### src/rtl/buck_fault_pkg.sv
package buck_fault_pkg;
    typedef enum logic [2:0] {
        CAUSE_NONE = 3'd0,
        CAUSE_OC   = 3'd1,
        CAUSE_OV   = 3'd2,
        CAUSE_UV   = 3'd3,
        CAUSE_HS   = 3'd4,
        CAUSE_FBS  = 3'd5
    } fault_cause_e;

    localparam int TRIP_N   = 5;
    localparam int TRIP_OC  = 0;
    localparam int TRIP_OV  = 1;
    localparam int TRIP_UV  = 2;
    localparam int TRIP_HS  = 3;
    localparam int TRIP_FBS = 4;

    function automatic fault_cause_e trip_to_cause(input int idx);
        case (idx)
            TRIP_OC:  return CAUSE_OC;
            TRIP_OV:  return CAUSE_OV;
            TRIP_UV:  return CAUSE_UV;
            TRIP_HS:  return CAUSE_HS;
            default:  return CAUSE_FBS;
        endcase
    endfunction
endpackage

### src/rtl/oc_skip_fsm.sv
module oc_skip_fsm #(
    parameter int SKIP_CYC  = 8,
    parameter int WATCH_CYC = 8
) (
    input  logic clk,
    input  logic rst_n,
    input  logic clr,
    input  logic cyc_start,
    input  logic ilim_det,
    output logic inhibit,
    output logic trip
);
    localparam int LAST = SKIP_CYC + WATCH_CYC;
    localparam int CW   = $clog2(LAST + 1);
    localparam logic [CW-1:0] SKIP_END = CW'(SKIP_CYC + 1);
    localparam logic [CW-1:0] LAST_C   = CW'(LAST);

    typedef enum logic [1:0] {OC_IDLE, OC_SKIP, OC_WATCH} oc_state_e;

    oc_state_e     state_q, state_d;
    logic [CW-1:0] cnt_q, cnt_d;
    logic          trip_d;

    always_ff @(posedge clk or negedge rst_n) begin
        if (!rst_n) begin
            state_q <= OC_IDLE;
            cnt_q   <= '0;
            trip    <= 1'b0;
        end else begin
            state_q <= state_d;
            cnt_q   <= cnt_d;
            trip    <= trip_d;
        end
    end

    always_comb begin
        state_d = state_q;
        cnt_d   = cnt_q;
        trip_d  = 1'b0;
        if (clr) begin
            state_d = OC_IDLE;
            cnt_d   = '0;
        end else if (cyc_start) begin
            unique case (state_q)
                OC_IDLE: begin
                    if (ilim_det) begin
                        state_d = OC_SKIP;
                        cnt_d   = '0;
                    end
                end
                OC_SKIP: begin
                    cnt_d = cnt_q + 1'b1;
                    if (cnt_d == SKIP_END) begin
                        if (ilim_det) begin
                            trip_d  = 1'b1;
                            state_d = OC_IDLE;
                        end else begin
                            state_d = OC_WATCH;
                        end
                    end
                end
                OC_WATCH: begin
                    cnt_d = cnt_q + 1'b1;
                    if (ilim_det) begin
                        trip_d  = 1'b1;
                        state_d = OC_IDLE;
                    end else if (cnt_d == LAST_C) begin
                        state_d = OC_IDLE;
                    end
                end
                default: state_d = OC_IDLE;
            endcase
        end
    end

    always_comb inhibit = (state_q == OC_SKIP);

    AST_SKIP_NEEDS_LIMIT: assert property (@(posedge clk) disable iff (!rst_n)
        $rose(inhibit) |-> $past(cyc_start && ilim_det));
    AST_OC_TRIP_LATE: assert property (@(posedge clk) disable iff (!rst_n)
        trip |-> $past(state_q != OC_IDLE && ilim_det && cyc_start));
endmodule

### src/rtl/hold_filter.sv
module hold_filter #(
    parameter int LEN = 16
) (
    input  logic clk,
    input  logic rst_n,
    input  logic clr,
    input  logic tick,
    input  logic cond,
    output logic trip
);
    localparam int CW = $clog2(LEN + 1);
    localparam logic [CW-1:0] TOP = CW'(LEN - 1);

    logic [CW-1:0] cnt_q;

    always_ff @(posedge clk or negedge rst_n) begin
        if (!rst_n) begin
            cnt_q <= '0;
            trip  <= 1'b0;
        end else begin
            trip <= !clr && cond && tick && (cnt_q == TOP);
            if (clr || !cond)
                cnt_q <= '0;
            else if (tick && cnt_q != TOP)
                cnt_q <= cnt_q + 1'b1;
        end
    end

    AST_FILT_COND_HELD: assert property (@(posedge clk) disable iff (!rst_n)
        trip |-> $past(cond));
endmodule

### src/rtl/hs_sampler.sv
module hs_sampler #(
    parameter int HS_DLY = 5
) (
    input  logic clk,
    input  logic rst_n,
    input  logic clr,
    input  logic ldrv_rise,
    input  logic sw_hi,
    output logic trip
);
    localparam int CW = $clog2(HS_DLY + 1);
    localparam logic [CW-1:0] LASTC = CW'(HS_DLY - 1);

    typedef enum logic {HS_IDLE, HS_WAIT} hs_state_e;

    hs_state_e     state_q;
    logic [CW-1:0] cnt_q;

    always_ff @(posedge clk or negedge rst_n) begin
        if (!rst_n) begin
            state_q <= HS_IDLE;
            cnt_q   <= '0;
            trip    <= 1'b0;
        end else if (clr) begin
            state_q <= HS_IDLE;
            cnt_q   <= '0;
            trip    <= 1'b0;
        end else begin
            trip <= 1'b0;
            unique case (state_q)
                HS_IDLE: begin
                    if (ldrv_rise) begin
                        state_q <= HS_WAIT;
                        cnt_q   <= '0;
                    end
                end
                HS_WAIT: begin
                    if (cnt_q == LASTC) begin
                        trip    <= sw_hi;
                        state_q <= HS_IDLE;
                    end else begin
                        cnt_q <= cnt_q + 1'b1;
                    end
                end
                default: state_q <= HS_IDLE;
            endcase
        end
    end

    AST_HS_SAMPLE_ONLY_IN_WAIT: assert property (@(posedge clk) disable iff (!rst_n)
        trip |-> $past(state_q == HS_WAIT && sw_hi));
endmodule

### src/rtl/fault_latch_ctl.sv
module fault_latch_ctl
    import buck_fault_pkg::*;
(
    input  logic              clk,
    input  logic              rst_n,
    input  logic              en,
    input  logic [TRIP_N-1:0] trips,
    input  logic              vout_lo_0v5,
    input  logic              vout_hi_0v8,
    input  logic              ldrv_pwm,
    output logic              latched,
    output logic              ldrv_out,
    output fault_cause_e      cause
);
    typedef enum logic [1:0] {FL_RUN, FL_DRAIN, FL_REST} fl_state_e;

    fl_state_e    state_q;
    fault_cause_e first_d;

    always_comb begin
        first_d = CAUSE_NONE;
        for (int i = TRIP_N - 1; i >= 0; i--)
            if (trips[i]) first_d = trip_to_cause(i);
    end

    always_ff @(posedge clk or negedge rst_n) begin
        if (!rst_n) begin
            state_q <= FL_RUN;
            cause   <= CAUSE_NONE;
        end else if (!en) begin
            state_q <= FL_RUN;
            cause   <= CAUSE_NONE;
        end else begin
            unique case (state_q)
                FL_RUN: begin
                    if (|trips) begin
                        state_q <= FL_DRAIN;
                        cause   <= first_d;
                    end
                end
                FL_DRAIN: if (vout_lo_0v5) state_q <= FL_REST;
                FL_REST:  if (vout_hi_0v8) state_q <= FL_DRAIN;
                default:  state_q <= FL_RUN;
            endcase
        end
    end

    always_comb begin
        latched  = 1'b0;
        ldrv_out = ldrv_pwm;
        unique case (state_q)
            FL_RUN:   begin latched = 1'b0; ldrv_out = ldrv_pwm; end
            FL_DRAIN: begin latched = 1'b1; ldrv_out = 1'b1;     end
            FL_REST:  begin latched = 1'b1; ldrv_out = 1'b0;     end
            default:  begin latched = 1'b0; ldrv_out = ldrv_pwm; end
        endcase
    end

    AST_DRAIN_TO_REST: assert property (@(posedge clk) disable iff (!rst_n)
        $past(en) && $past(state_q == FL_DRAIN) && $past(vout_lo_0v5) |-> !ldrv_out);
    AST_LATCH_HOLDS: assert property (@(posedge clk) disable iff (!rst_n)
        en && $past(en) && $past(latched) |-> latched);
    AST_CAUSE_KEPT: assert property (@(posedge clk) disable iff (!rst_n)
        en && $past(en) && $past(latched) |-> $stable(cause));
    AST_EN_CLEARS: assert property (@(posedge clk) disable iff (!rst_n)
        !en |=> !latched && cause == CAUSE_NONE);
endmodule

### src/rtl/buck_fault_guard.sv
module buck_fault_guard
    import buck_fault_pkg::*;
#(
    parameter int SKIP_CYC  = 8,
    parameter int WATCH_CYC = 8,
    parameter int OV_CYC    = 16,
    parameter int UV_CLKS   = 500,
    parameter int FBS_CLKS  = 3500,
    parameter int HS_DLY    = 88
) (
    input  logic       clk,
    input  logic       rst_n,
    input  logic       en,
    input  logic       cyc_start,
    input  logic       ilim_det,
    input  logic       ov_cmp,
    input  logic       uv_cmp,
    input  logic       ss_uv_mask,
    input  logic       ss_active,
    input  logic       ldrv_rise,
    input  logic       sw_hi,
    input  logic       vout_hi_1v,
    input  logic       fb_lo_100mv,
    input  logic       vout_lo_0v5,
    input  logic       vout_hi_0v8,
    input  logic       ldrv_pwm,
    output logic       hdrv_inhibit,
    output logic       ldrv_out,
    output logic       discharge_en,
    output logic       fault_latched,
    output logic [2:0] fault_cause
);
    logic              clr;
    logic [TRIP_N-1:0] trips;
    logic              skip;
    fault_cause_e      cause_e;

    always_comb clr = !en;

    oc_skip_fsm #(.SKIP_CYC(SKIP_CYC), .WATCH_CYC(WATCH_CYC)) u_oc (
        .clk(clk), .rst_n(rst_n), .clr(clr), .cyc_start(cyc_start),
        .ilim_det(ilim_det), .inhibit(skip), .trip(trips[TRIP_OC]));

    hold_filter #(.LEN(OV_CYC)) u_ov (
        .clk(clk), .rst_n(rst_n), .clr(clr), .tick(cyc_start),
        .cond(ov_cmp), .trip(trips[TRIP_OV]));

    hold_filter #(.LEN(UV_CLKS)) u_uv (
        .clk(clk), .rst_n(rst_n), .clr(clr), .tick(1'b1),
        .cond(uv_cmp && !ss_uv_mask), .trip(trips[TRIP_UV]));

    hs_sampler #(.HS_DLY(HS_DLY)) u_hs (
        .clk(clk), .rst_n(rst_n), .clr(clr), .ldrv_rise(ldrv_rise),
        .sw_hi(sw_hi), .trip(trips[TRIP_HS]));

    hold_filter #(.LEN(FBS_CLKS + 1)) u_fbs (
        .clk(clk), .rst_n(rst_n), .clr(clr), .tick(1'b1),
        .cond(ss_active && vout_hi_1v && fb_lo_100mv), .trip(trips[TRIP_FBS]));

    fault_latch_ctl u_latch (
        .clk(clk), .rst_n(rst_n), .en(en), .trips(trips),
        .vout_lo_0v5(vout_lo_0v5), .vout_hi_0v8(vout_hi_0v8),
        .ldrv_pwm(ldrv_pwm), .latched(fault_latched),
        .ldrv_out(ldrv_out), .cause(cause_e));

    always_comb begin
        fault_cause  = cause_e;
        hdrv_inhibit = skip || fault_latched;
        discharge_en = !en || fault_latched;
    end

    AST_INHIBIT_WHEN_LATCHED: assert property (@(posedge clk) disable iff (!rst_n)
        $past(en) && en && $past(fault_latched) |-> hdrv_inhibit);
    AST_DISCHARGE_ON_FAULT: assert property (@(posedge clk) disable iff (!rst_n)
        $rose(fault_latched) |-> discharge_en && ldrv_out);
endmodule

### config.mk
export PLATFORM = sky130hd
export DESIGN_NAME = buck_fault_guard
export DESIGN_NICKNAME = d
export VERILOG_FILES = /design/src/rtl/buck_fault_pkg.sv /design/src/rtl/oc_skip_fsm.sv /design/src/rtl/hold_filter.sv /design/src/rtl/hs_sampler.sv /design/src/rtl/fault_latch_ctl.sv /design/src/rtl/buck_fault_guard.sv
export SDC_FILE = /design/constraint.sdc
export NUM_CORES = 1
export LEC_CHECK = 0
export ABC_AREA = 0
export BUFFER_PORTS_ARGS = -buffer_cell sky130_fd_sc_hd__buf_4
export CORE_AREA = 2 2 91 93
export CTS_CLUSTER_DIAMETER = 60
export CTS_CLUSTER_SIZE = 10
export DETAILED_ROUTE_END_ITERATION = 10
export DIE_AREA = 0 0 93 95
export SYNTH_ARGS = -nofsm -noshare
export SYNTH_HDL_FRONTEND = slang
export SYNTH_HIERARCHICAL = 1
export SYNTH_SLANG_ARGS = --single-unit
### constraint.sdc
create_clock -name clk -period 2.7 [get_ports clk]
set_clock_uncertainty 0.2 [all_clocks]
set_input_delay 0.405 -clock clk [delete_from_list [all_inputs] [get_ports clk]]
set_output_delay 0.405 -clock clk [all_outputs]
set_load 0.01 [all_outputs]
==> impl_metrics.yaml <==
run_status:
  run_status: "completed"
synthesis:
  asyncSetResetFlopFracSynth_pct: 100
  syn_avg_cell_area_sq_um: 9.23
  synthesis.area_sq_um: 3090
  synthCells: 335
  number_of_library_cell_types_mapped_by_synthesis: 68
  ys.flop_type: "sky130_fd_sc_hd__dfrtp_1"
  synth-warning-count: 6
  synth.ff_latch_count: 51
  synth_seq_area_share_pct: 41.3
  synth-edff-count: 0
sta:
  final-setup-viol-count: 0
  final_min_period_over_clock_period_pct: 90.9
  number_of_max_slew_violations_in_the_final_report: 0
  rsz_0062_raised_after_global_routing: "false"
  fin_ws_ns: 0.245
  worst_slew_margin_rel_pct: 55.3
  hold-worst-slack_ns: 0.160
  timing.final.hold_violations: 0
  timing_worst_slew_pin_value_ns: 0.671
  fmax_mhz: 407
  finalCriticalPeriod_ns: 2.46
  fin_tns_setup_ns: 0
global_routing:
  largest_net_degree_at_the_start_of_global_routing: 52
  grt_pass1_wl_microns: 10500
  grt_use_total_pct: 14.4
  globalRouteOverflowTotal: 0
  grt_pass1_vias: 2338
  antenna_found_initial: 0
layout:
  nFillCells: 795
  syn_to_final_growth_pct: 12.2
  multi_input_area_sq_um: 1680
  antenna_cells_inserted: 0
  final_net_count: 392
  final_layout_size_suffix_gt1_share_pct: 15.2
  layout.area.seq_sq_um: 1280
place:
  dp_slack_ns: 0.248
  dp_hpwl_microns: 4360
  port-buffer-count: 22
  placer_congestion_estimate: 0.797
worst_setup_path:
  endpoint_kind: "flip-flop"
  crit_fanout: 7
  criticalPathCategory: "reg -> reg"
  rr_worst_depth: 6
  setup.worst_path.start_class: "flip-flop"
  timing.critical_path.required_ns: 2.73
  data_arrival_time_of_the_critical_path_ns: 2.48
floorplanning:
  floorplan.die_area_sq_um: 8840
  placeableCoreArea_sq_um: 7930
  die_outline_width_microns: 93
  std_cell_rows: 33
  io_pins: 23
  starting_density_of_the_core_pct: 39.0
  die_y_microns: 95
pwr:
  total_leakage_power_nw: 1.47
  vdd_ir_drop_max_uv: 284
  powerDensity_nw_per_um2: 457
route:
  antenna_left: 0
  detail_route.drc_violations: 0
  drtPass1Iterations: 4
  dr_total_vias: 2478
  initialDrtViolationCount: 121
  routed_wl_microns: 6010
  post_drt_wl_per_cell_microns: 12.9
  routed_via_density: 5.32
clocking:
  clock_tree_from_tritoncts: "built"
  cts.htree.levels: 2
  post_cts.repair.setup_buffers: 0
  cts_buffers: 5
  cts_root_buffer: "sky130_fd_sc_hd__clkbuf_8"
  clk_buf_depth: 2
  clock_sink_count: 51
  post_cts_sizing_count: 0
  holdBufCountCts: 1
  clk-insertion-delay-late_ns: 0.30
  worst_setup_hold_path_clk_slew_ns: 0.09
run:
  max_cap_viol_count: 0
min_path:
  hold_path.class: "in -> reg"
  hold_path_depth: 3
through the flow:
step,cells,total power [mW],util [%],instance area [sq um]
4_1_cts,466,1.61,43.7,3470
2_1_floorplan,336,1.02,-,3090
3_5_place_dp,457,1.14,42.4,3360
5_1_grt,466,1.69,43.7,3470
6_report,466,1.59,43.7,3470
3_3_place_gp,457,1.14,42.4,3360
per-layer routing:
layer	routed length, microns	up-vias	global-route usage, %
met5	0	-	0
met1	2990	1192	19.9
met4	26	0	3.43
met2	2800	44	23.8
met3	193	2	2.47
li1	-	1240	-
synthesized netlist by cell type (4+ instances only):
| cell | count | area [sq um] |
|---|---|---|
| sky130_fd_sc_hd__or4_1 | 4 | 30.0 |
| sky130_fd_sc_hd__nand4_1 | 9 | 56.3 |
| sky130_fd_sc_hd__nand3_1 | 17 | 85.1 |
| sky130_fd_sc_hd__or2_2 | 4 | 25.0 |
| sky130_fd_sc_hd__and3_1 | 4 | 25.0 |
| sky130_fd_sc_hd__xnor2_1 | 5 | 43.8 |
| sky130_fd_sc_hd__buf_2 | 5 | 25.0 |
| sky130_fd_sc_hd__nand2b_1 | 8 | 50.1 |
| sky130_fd_sc_hd__o21ai_0 | 17 | 85.1 |
| sky130_fd_sc_hd__inv_1 | 19 | 71.3 |
| sky130_fd_sc_hd__a22oi_1 | 4 | 30.0 |
| sky130_fd_sc_hd__nand2_1 | 37 | 139 |
| sky130_fd_sc_hd__a21oi_1 | 16 | 80.1 |
| sky130_fd_sc_hd__dfrtp_1 | 51 | 1280 |
| sky130_fd_sc_hd__xor2_1 | 6 | 52.6 |
| sky130_fd_sc_hd__nor2_1 | 27 | 101 |
| sky130_fd_sc_hd__a31oi_1 | 6 | 37.5 |
| sky130_fd_sc_hd__nor2b_1 | 4 | 25.0 |
| sky130_fd_sc_hd__or3_1 | 4 | 25.0 |
| sky130_fd_sc_hd__ha_1 | 16 | 200 |
| sky130_fd_sc_hd__mux2i_1 | 6 | 60.1 |
registers in the layout (all words and copies together) (netlist names):
register	count
u_fbs/cnt_q	12
u_fbs/trip	1
u_hs/cnt_q	7
u_hs/state_q	1
u_hs/trip	1
u_latch/cause	3
u_latch/state_q	2
u_oc/cnt_q	5
u_oc/state_q	2
u_oc/trip	1
u_ov/cnt_q	5
u_ov/trip	1
u_uv/cnt_q	9
u_uv/trip	1
cells by family (layout without fill, tap and decap cells):
logic type / Yosys count / in the layout / synth area share (%)
adders and majority gates: 16 / 16 / 6.48
DFF: 51 / 51 / 41.3
and+or+nand+nor: 150 / 150 / 26.9
xor gates and xnor gates: 11 / 11 / 3.12
muxes: 7 / 7 / 2.31
other: 1 / 2 / 0.121
buffers and inverters: 30 / 55 / 4.33
AOI/OAI and AO/OA: 69 / 69 / 15.5
placed cells by master (no fill, tap or decap), drive strengths merged, types with 7 or more instances in the layout:
master	n
nand2b	8
dfrtp	51
a21oi	16
ha	16
clkbuf	7
nand4	9
nand3	17
inv	20
buf	26
o21ai	17
nand2	38
nor2	27
final cells by class:
type                       count  area share, %
tap                          105           3.79
clock buffer                   7           2.49
multi-input combinational    255           48.6
clock inverter                 1          0.253
timing repair buffer          27           5.92
sequential                    51           36.8
inverter                      20           2.17
worst max-delay path, stage by stage (launching register included):
cell                       delay [ns]
sky130_fd_sc_hd__dfrtp_1         0.39
sky130_fd_sc_hd__ha_1            0.27
sky130_fd_sc_hd__or4b_4          0.53
sky130_fd_sc_hd__or3b_1          0.35
sky130_fd_sc_hd__o21a_1          0.12
sky130_fd_sc_hd__a311oi_2        0.32
sky130_fd_sc_hd__mux2i_1         0.21
path summary, 6_finish.rpt:
check / from / end / slack (ns)
min in group asynchronous: rst_n / u_uv/cnt_q[4] / 0.47
hold reg to reg: u_fbs/cnt_q[3] / u_fbs/cnt_q[3] / 0.35
setup reg to reg: u_oc/cnt_q[0] / u_oc/state_q[0] / 0.24
hold / removal: cyc_start / u_ov/trip / 0.16
max in group asynchronous: rst_n / u_ov/cnt_q[4] / 1.37
setup / recovery: u_oc/cnt_q[0] / u_oc/state_q[0] / 0.24
where the power goes:
part           switching (mW)  total [mW]  internal (mW)
Combinational           0.187       0.319          0.132
Clock                   0.250       0.460          0.211
Sequential             0.0201       0.806          0.786
Total                   0.457        1.59           1.13
Power figures use the tool's default switching activity.
